**src/rtl/pdm_out_pkg.sv**
```systemverilog
package pdm_out_pkg;
  localparam int unsigned HALF_W = 3;

  localparam logic [1:0] RATE_DIV8 = 2'b00;
  localparam logic [1:0] RATE_DIV6 = 2'b01;
  localparam logic [1:0] RATE_DIV4 = 2'b10;
  localparam logic [1:0] RATE_RSVD = 2'b11;

  // master cycles per output-clock phase for a valid rate code
  function automatic logic [HALF_W-1:0] half_of(input logic [1:0] code);
    case (code)
      RATE_DIV8: half_of = HALF_W'(4);
      RATE_DIV6: half_of = HALF_W'(3);
      default:   half_of = HALF_W'(2);
    endcase
  endfunction
endpackage

```
**src/rtl/pdm_clk_gen.sv**
```systemverilog
module pdm_clk_gen
  import pdm_out_pkg::*;
(
  input  logic       clk_i,
  input  logic       rst_ni,
  input  logic [1:0] rate_i,
  output logic       pdm_clk_o,
  output logic       rise_o,
  output logic       fall_o
);
  logic [1:0]        rate_q, rate_d;
  logic [HALF_W-1:0] cnt_q, cnt_d, lim;
  logic              clk_q, clk_d;
  logic              rise_q, rise_d, fall_q, fall_d;
  logic              wrap;

  always_comb begin
    rate_d = (rate_i == RATE_RSVD) ? rate_q : rate_i;
    lim    = half_of(rate_q) - HALF_W'(1);
    wrap   = (cnt_q >= lim);
    cnt_d  = wrap ? '0 : cnt_q + HALF_W'(1);
    clk_d  = wrap ? ~clk_q : clk_q;
    rise_d = wrap & ~clk_q;
    fall_d = wrap & clk_q;
  end

  always_ff @(posedge clk_i or negedge rst_ni) begin
    if (!rst_ni) begin
      rate_q <= RATE_DIV8;
      cnt_q  <= '0;
      clk_q  <= 1'b0;
      rise_q <= 1'b0;
      fall_q <= 1'b0;
    end else begin
      rate_q <= rate_d;
      cnt_q  <= cnt_d;
      clk_q  <= clk_d;
      rise_q <= rise_d;
      fall_q <= fall_d;
    end
  end

  assign pdm_clk_o = clk_q;
  assign rise_o    = rise_q;
  assign fall_o    = fall_q;

  // a reserved code never disturbs the latched rate
  p_rate_hold_r2: assert property (@(posedge clk_i) disable iff (!rst_ni)
    (rate_i == RATE_RSVD) |=> $stable(rate_q));
  // left and right strobes never coincide
  p_strobe_excl_r3: assert property (@(posedge clk_i) disable iff (!rst_ni)
    $onehot0({rise_q, fall_q}));
  // the left strobe falls in the high phase, the right one in the low phase
  p_rise_high_r3: assert property (@(posedge clk_i) disable iff (!rst_ni)
    rise_q |-> clk_q);
  p_fall_low_r3: assert property (@(posedge clk_i) disable iff (!rst_ni)
    fall_q |-> !clk_q);
endmodule

```
**src/rtl/pdm_mixer.sv**
```systemverilog
module pdm_mixer #(
  parameter int unsigned W     = 16,
  parameter int unsigned N_SRC = 4
) (
  input  logic [N_SRC-1:0]        sel_i,
  input  logic [N_SRC-1:0][W-1:0] src_i,
  output logic [W-1:0]            mix_o
);
  localparam int unsigned SUM_W = W + $clog2(N_SRC);
  localparam logic signed [SUM_W-1:0] MAX_V = SUM_W'((2 ** (W - 1)) - 1);
  localparam logic signed [SUM_W-1:0] MIN_V = -MAX_V - SUM_W'(1);

  logic signed [SUM_W-1:0] sum;

  always_comb begin
    sum = '0;
    for (int i = 0; i < N_SRC; i++) begin
      if (sel_i[i]) sum = sum + $signed({{(SUM_W - W){src_i[i][W-1]}}, src_i[i]});
    end
    if (sum > MAX_V)      mix_o = MAX_V[W-1:0];
    else if (sum < MIN_V) mix_o = MIN_V[W-1:0];
    else                  mix_o = sum[W-1:0];
  end
endmodule

```
**src/rtl/pdm_dsm.sv**
```systemverilog
module pdm_dsm #(
  parameter int unsigned W = 16
) (
  input  logic         clk_i,
  input  logic         rst_ni,
  input  logic         en_i,
  input  logic         step_i,
  input  logic [W-1:0] sample_i,
  output logic         bit_o
);
  logic [W-1:0] acc_q, acc_d, offs;
  logic [W:0]   sum;

  always_comb begin
    offs  = {~sample_i[W-1], sample_i[W-2:0]};
    sum   = {1'b0, acc_q} + {1'b0, offs};
    bit_o = en_i & sum[W];
    if (!en_i)      acc_d = '0;
    else if (step_i) acc_d = sum[W-1:0];
    else            acc_d = acc_q;
  end

  always_ff @(posedge clk_i or negedge rst_ni) begin
    if (!rst_ni) acc_q <= '0;
    else         acc_q <= acc_d;
  end

  // the accumulator only moves on its own step
  p_acc_hold_r8: assert property (@(posedge clk_i) disable iff (!rst_ni)
    (en_i && !step_i) |=> $stable(acc_q));
  // a disabled channel keeps a cleared accumulator
  p_acc_clear_r4: assert property (@(posedge clk_i) disable iff (!rst_ni)
    !en_i |=> (acc_q == '0));
endmodule

```
**src/rtl/pdm_stereo_out.sv**
```systemverilog
module pdm_stereo_out #(
  parameter int unsigned SAMPLE_W = 16
) (
  input  logic                clk_i,
  input  logic                rst_ni,
  input  logic [7:0]          ctrl_left_i,
  input  logic [7:0]          ctrl_right_i,
  input  logic [SAMPLE_W-1:0] p1_left_i,
  input  logic [SAMPLE_W-1:0] p1_right_i,
  input  logic [SAMPLE_W-1:0] p2_left_i,
  input  logic [SAMPLE_W-1:0] p2_right_i,
  output logic                pdm_clk_o,
  output logic                pdm_dat_o
);
  localparam int unsigned N_SRC = 4;
  localparam int unsigned N_CH  = 2;

  logic [1:0] rst_sync_q;
  logic       rst_n;

  always_ff @(posedge clk_i or negedge rst_ni) begin
    if (!rst_ni) rst_sync_q <= '0;
    else         rst_sync_q <= {rst_sync_q[0], 1'b1};
  end
  assign rst_n = rst_sync_q[1];

  logic [N_CH-1:0][N_SRC-1:0]    sel;
  logic [N_CH-1:0]               en, step, ch_bit;
  logic [N_SRC-1:0][SAMPLE_W-1:0] srcs;
  logic [N_CH-1:0][SAMPLE_W-1:0] mix;
  logic                          rise, fall;
  logic                          dat_q, dat_d;
  logic                          unused_ctrl;

  assign sel         = {ctrl_right_i[7:4], ctrl_left_i[7:4]};
  assign en          = {ctrl_right_i[3], ctrl_left_i[3]};
  assign srcs        = {p1_left_i, p1_right_i, p2_left_i, p2_right_i};
  assign unused_ctrl = ^{ctrl_left_i[2], ctrl_right_i[2:0]};

  pdm_clk_gen u_clk (
    .clk_i     (clk_i),
    .rst_ni    (rst_n),
    .rate_i    (ctrl_left_i[1:0]),
    .pdm_clk_o (pdm_clk_o),
    .rise_o    (rise),
    .fall_o    (fall)
  );

  assign step = {fall, rise};

  for (genvar ch = 0; ch < N_CH; ch++) begin : g_ch
    pdm_mixer #(.W(SAMPLE_W), .N_SRC(N_SRC)) u_mix (
      .sel_i (sel[ch]),
      .src_i (srcs),
      .mix_o (mix[ch])
    );
    pdm_dsm #(.W(SAMPLE_W)) u_dsm (
      .clk_i    (clk_i),
      .rst_ni   (rst_n),
      .en_i     (en[ch]),
      .step_i   (step[ch]),
      .sample_i (mix[ch]),
      .bit_o    (ch_bit[ch])
    );
    // an empty selection feeds silence to the modulator
    p_silence_r7: assert property (@(posedge clk_i) disable iff (!rst_n)
      (sel[ch] == '0) |-> (mix[ch] == '0));
  end

  always_comb begin
    if (step[0])      dat_d = ch_bit[0];
    else if (step[1]) dat_d = ch_bit[1];
    else              dat_d = dat_q;
  end

  always_ff @(posedge clk_i or negedge rst_ni) begin
    if (!rst_ni)    dat_q <= 1'b0;
    else if (!rst_n) dat_q <= 1'b0;
    else            dat_q <= dat_d;
  end
  assign pdm_dat_o = dat_q;

  // the data line holds between channel steps
  p_data_hold_r3: assert property (@(posedge clk_i) disable iff (!rst_n)
    !(|step) |=> $stable(pdm_dat_o));
  // disabled slots are driven low
  p_left_off_r4: assert property (@(posedge clk_i) disable iff (!rst_n)
    (step[0] && !en[0]) |=> !pdm_dat_o);
  p_right_off_r4: assert property (@(posedge clk_i) disable iff (!rst_n)
    (step[1] && !en[1]) |=> !pdm_dat_o);
endmodule

```
**config.mk**
```make
export PLATFORM = sky130hd
export DESIGN_NAME = pdm_stereo_out
export DESIGN_NICKNAME = d
export VERILOG_FILES = /design/src/rtl/pdm_out_pkg.sv /design/src/rtl/pdm_clk_gen.sv /design/src/rtl/pdm_mixer.sv /design/src/rtl/pdm_dsm.sv /design/src/rtl/pdm_stereo_out.sv
export SDC_FILE = /design/constraint.sdc
export NUM_CORES = 1
export LEC_CHECK = 0
export BUFFER_PORTS_ARGS = -buffer_cell sky130_fd_sc_hd__buf_2
export CORE_MARGIN = 2
export CORE_UTILIZATION = 60
export DETAILED_ROUTE_END_ITERATION = 6
export PLACE_DENSITY = 0.91
export SYNTH_ARGS = -nofsm -noshare
export SYNTH_HDL_FRONTEND = slang
export SYNTH_HIERARCHICAL = 1
export SYNTH_SLANG_ARGS = --single-unit
```
**constraint.sdc**
```tcl
create_clock -name clk_i -period 1.6 [get_ports clk_i]
set_input_delay 0.16 -clock clk_i [delete_from_list [all_inputs] [get_ports clk_i]]
set_output_delay 0.16 -clock clk_i [all_outputs]
set_load 0.1 [all_outputs]
```
==> impl_metrics.csv, run 1 <==
group,metric,value,unit
run_status,run_status,"did not finish",
run_status,stop_stage,"5_1_grt",
run_status,first-error,"[ERROR GRT-0116] Global routing finished with congestion. Check the congestion regions in the DRC Viewer.",
clock_network,htreeDepth,2,
grt,number_of_global_route_vias_before_repair,19870,
yosys,postSynth.topFlopCell,"dfrtp_1",
clock_network,cts_inserted_buffers,5,
clock_network,cts.sink_count,43,
die,floorplan.initialDensity,60.67,%
place,placement.io_buffers,79,
clock_network,max-clock-path-buffers,2,
yosys,synthTopCellsByArea,"ha_1 (15%), dfrtp_1 (10%), a21oi_1 (6.0%), xnor2_1 (4.8%), nand2_1 (4.4%)",
place,dpl.hpwl,39.16,mm
yosys,ys_seq_area_share,10.36,%
die,boundaryPins,84,
yosys,synth-async-reset-ratio,100.0,%
grt,grt.overflow.total,544,
clock_network,clock-root-buffer,"clkbuf_16",
yosys,synth_edf_count,0,
grt,grt_start_max_net_pins,27,
die,rows,48,
place,place_congestion,1.008,
yosys,synthCells,1361,
yosys,synth_seq_cells,43,
yosys,synth.largest_area_cell,"ha_1",
yosys,synth_nets,1579,
yosys,syn_area,10380,um^2
yosys,yosysUniqueCellTypes,102,
yosys,avgSynthCellArea,7.629,um^2
yosys,post-synth-top-area-fraction,15.42,%
yosys,yosysWarningCount,6,
grt,gr-usage-all-layers,88.90,%
grt,grt_pass1_wl,129.0,mm
die,floorplan.die.height,135.6,um
die,die_width,135.6,um
==> synth_stat cells, drive strengths merged, types with 13 or more instances <==
| cell | n |
|---|---|
| o211ai | 13 |
| nor3 | 20 |
| o21a | 27 |
| nand2b | 23 |
| nor2 | 90 |
| inv | 64 |
| a31oi | 15 |
| a21o | 42 |
| a21oi | 136 |
| nand3 | 30 |
| and2 | 24 |
| xor2 | 33 |
| xnor2 | 57 |
| o21ai | 112 |
| a211oi | 24 |
| nand2 | 123 |
| o31a | 14 |
| mux2 | 23 |
| buf | 18 |
| nand4 | 15 |
| dfrtp | 43 |
| mux2i | 35 |
| nor2b | 35 |
| ha | 128 |
| clkbuf | 35 |
==> timing repair <==
item / in CTS
gates resized for setup: 145
buffers inserted: 46
pin swaps: 94
hold endpoints to repair: 3
endpoints found under the setup margin: 33
hold buffers: 1
==> stage by stage <==
step	TNS, ns	std cells	cell area, um^2	setup slack (ns)
after floorplan	-181.86	1361	10830	-5.937
after global placement	-187.72	2079	14710	-6.182
after detailed placement	-207.98	2079	14710	-6.872
after CTS	-187.44	2132	15910	-6.093
==> per-layer routing <==
| metal | track usage (%) | overflow |
|---|---|---|
| met4 | 100.2 | 170 |
| met2 | 106.5 | 344 |
| met1 | 83.23 | 13 |
| met5 | 37.78 | 4 |
| met3 | 74.15 | 13 |
==> cells by family after synthesis <==
| group | synth area share [%] |
|---|---|
| compound gates | 33.03 |
| simple gates | 20.39 |
| fa+ha+maj | 17.32 |
| buf+inv | 4.772 |
| xor+xnor | 8.037 |
| mux | 6.025 |
| flops | 10.36 |
| other cells | 0.07232 |
==> run 2, diff against run 1 <==
Settings changed: CORE_UTILIZATION 60 to 40, PLACE_DENSITY 0.91 to unset, PLACE_DENSITY_LB_ADDON set to 0.15.
==> run 2 against run 1 <==
  * The flow now finishes, with violations (setup timing)
  * Synthesized area stayed put
  * Synthesized cell count did not move
==> impl_metrics.csv, run 2 <==
group,metric,value,unit
grt,antenna_found_initial,4,
grt,grt_pass1_wl,59.84,mm
final_layout,most-common-layout-cells,"buf_4 (517), nand2_1 (113), a21oi_1 (89), ha_1 (86), nor2_1 (82)",
setup_path,crit_top_cell,"o21ai_2",
worst_hold_path,hold_path.class,"in2reg",
run,number_of_max_cap_violations,0,
die,rows,58,
sta,unrepaired_setup_endpoints_after_global_routing,"true",
yosys,synth_adder_area_share,17.32,%
place,placement.io_buffers,79,
power,worst_ir_drop_vdd,0.001635,V
clock_network,path_clk_slew,0.06,ns
route,route.detailed.drc,0,
die,floorplan.initialDensity,41.00,%
final_layout,area_growth_syn_to_layout,62.81,%
yosys,synth-compound-area-share,33.03,%
sta,final.hold.worst_slack,0.05940,ns
final_layout,nFillCells,2130,
setup_path,critical-path-max-stage-delay,0.36,ns
route,vias_per_cell,5.505,
yosys,synth_top_family_by_area,"compound AO/OA/AOI/OAI gates",
place,place_congestion,0.9556,
yosys,synthCells,1361,
sta,fmaxAchievable,0.1339,GHz
clock_network,cts_inserted_buffers,5,
sta,worstMarginPinSlew,0.7490,ns
place,dpl.hpwl,31.03,mm
final_layout,mostFrequentLayoutCell,"buf_4",
power,leakagePower,8.043,nW
die,floorplan.core_area,25330,um^2
yosys,synth.mux.area_fraction,6.025,%
setup_path,timing.critical_path.required,1.78,ns
clock_network,max-clock-path-buffers,2,
setup_path,worst_path_max_delay_cell,"fa_2",
route,wirelength,39.62,mm
yosys,synth_edf_count,0,
sta,fin_crit_sh,466.7,%
yosys,post-synth-top-area-fraction,15.42,%
sta,timing.clock.skew,0.003279,ns
sta,finalSetupViolCount,33,
die,boundaryPins,84,
die,total_die_area,27260,um^2
setup_path,setup.worst_path.start_class,"primary input",
route,ant_nets,0,
grt,grt_start_max_net_pins,31,
clock_network,clk_latency,0.29,ns
run_status,failing_checks,"setup timing",
route,route.detailed.wl_per_inst,17.37,um
yosys,share_of_the_synthesized_netlist_area_taken_by_xor_and_xnor_gates,8.037,%
clock_network,cts_tree,"built",
yosys,synth-simple-area-share,20.39,%
sta,final_hold_viol_count,0,
yosys,yosysMostFrequentCell,"ha_1",
power,power.density_cell_area,1475,nW/um^2
die,die_width,165.1,um
yosys,synthTopCellsByArea,"ha_1 (15%), dfrtp_1 (10%), a21oi_1 (6.0%), xnor2_1 (4.8%), nand2_1 (4.4%)",
setup_path,endpoint_kind,"flip-flop",
yosys,synth_nets,1579,
yosys,synth_top_cells_by_count,"ha_1 (128), a21oi_1 (124), nand2_1 (122)",
clock_network,htreeDepth,2,
yosys,yosysUniqueCellTypes,102,
setup_path,critical_setup_path_kind,"in2reg",
yosys,yosysWarningCount,6,
yosys,synth_seq_cells,43,
route,drt-initial-drc-count,823,
final_layout,register_with_the_most_flip_flops,"g_ch.u_dsm/acc_q",
yosys,postSynth.topFlopCell,"dfrtp_1",
grt,gr-usage-all-layers,27.69,%
sta,setup_tns,-181.37,ns
sta,maxSlewHeadroom,49.43,%
final_layout,largest_registers,"g_ch.u_dsm/acc_q x32, u_clk/cnt_q x3",
final_layout,drive_above_1_share,46.30,%
sta,layout_setup_ws,-5.867,ns
route,dr_total_vias,12560,
yosys,avgSynthCellArea,7.629,um^2
yosys,synth.largest_area_cell,"ha_1",
clock_network,clock-root-buffer,"clkbuf_16",
grt,grt.overflow.total,0,
final_layout,largest_reg_flops,32,
final_layout,final_net_count,2163,
sta,min_period,7.467,ns
yosys,ys_seq_area_share,10.36,%
setup_path,critical_path.max_fanout,4,
setup_path,cp_data_arrival_time,7.65,ns
yosys,syn_area,10380,um^2
sta,final-max-slew-violation-count,0,
route,dr.pass1.iters,5,
run_status,run_status,"finished with violations",
clock_network,cts.sink_count,43,
grt,number_of_global_route_vias_before_repair,11850,
die,floorplan.die.height,165.1,um
yosys,synth-async-reset-ratio,100.0,%
[run 2: worst max-delay path, delay by kind of cell]
kind | cells | cell delay (ns)
xor gates and xnor gates | 3 | 0.75
and+or+nand+nor | 6 | 0.75
adders and majority gates | 6 | 1.77
muxes | 2 | 0.40
buffers and inverters | 3 | 0.38
AOI/OAI and AO/OA | 18 | 3.42
[run 2: area by class of cell]
cell class / instances / area (um^2) / share of cell area, %
Tap cell: 330 / 412.9 / 2.442
Sequential cell: 43 / 1077 / 6.372
Inverter: 64 / 240.2 / 1.421
Multi-Input combinational cell: 1201 / 10270 / 60.78
Clock buffer: 7 / 142.6 / 0.8437
Clock inverter: 1 / 5.005 / 0.02960
Antenna cell: 5 / 12.51 / 0.07401
Timing Repair Buffer: 630 / 4741 / 28.04
[run 2: cell families (layout without fill, tap and decap cells)]
kind of cell    after synthesis  count (layout)
compound gates              488             488
xor+xnor                     92              92
fa+ha+maj                   139             139
buf+inv                     117             702
flops                        43              43
mux                          58              58
other cells                   2               7
simple gates                422             422
[run 2: per-stage QoR]
step	instance area [um^2]	std cells	util, %	power [mW]	worst slack, ns
3_5_place_dp	14980	2197	59.14	19.05	-6.378
2_1_floorplan	10830	1361	-	12.75	-5.937
3_3_place_gp	14980	2197	59.14	18.71	-6.293
6_report	16910	2281	66.75	24.93	-5.867
5_1_grt	16900	2278	66.72	26.77	-6.236
4_1_cts	16130	2247	63.67	22.67	-5.785
[run 2: what timing repair did]
item	4_1_cts	5_1_grt
cloned	1	0
endpoints found under the hold margin	3	0
endpoints found under the setup margin	33	33
gates resized for setup	130	107
setup buffers	42	35
pin swaps	79	57
hold buffers	1	0
[run 2: where the power goes]
| part | switching (mW) | internal, mW | total [mW] |
|---|---|---|---|
| clock | 0.442 | 0.620 | 1.06 |
| sequential | 0.438 | 1.51 | 1.95 |
| combinational | 10.4 | 11.5 | 21.9 |
[run 2: layer usage]
| layer | wire length [um] | track usage, % |
|---|---|---|
| met1 | 17560 | 36.74 |
| met5 | 0 | 0 |
| met3 | 2070 | 2.223 |
| met4 | 1081 | 7.589 |
| met2 | 18910 | 48.20 |
[run 2: worst paths after layout]
check	to	cells past startpoint	startpoint	slack [ns]
setup / recovery	pdm_dat_o$_DFFE_PN0P_	38	ctrl_right_i[4]	-5.87
hold / removal	u_clk/rate_q[0]$_DFFE_PN0P_	2	ctrl_left_i[1]	0.06
setup reg to reg	g_ch[0].u_dsm/acc_q[12]$_DFFE_PN0P_	10	g_ch[0].u_dsm/acc_q[0]$_DFFE_PN0P_	-0.64
hold reg to reg	g_ch[1].u_dsm/acc_q[6]$_DFFE_PN0P_	0	rst_sync_q[1]$_DFF_PN0_	0.16
max in group asynchronous	g_ch[0].u_dsm/acc_q[4]$_DFFE_PN0P_	1	rst_sync_q[1]$_DFF_PN0_	0.72
min in group asynchronous	g_ch[1].u_dsm/acc_q[6]$_DFFE_PN0P_	0	rst_sync_q[1]$_DFF_PN0_	0.16
(Power assumes the default switching activity.)
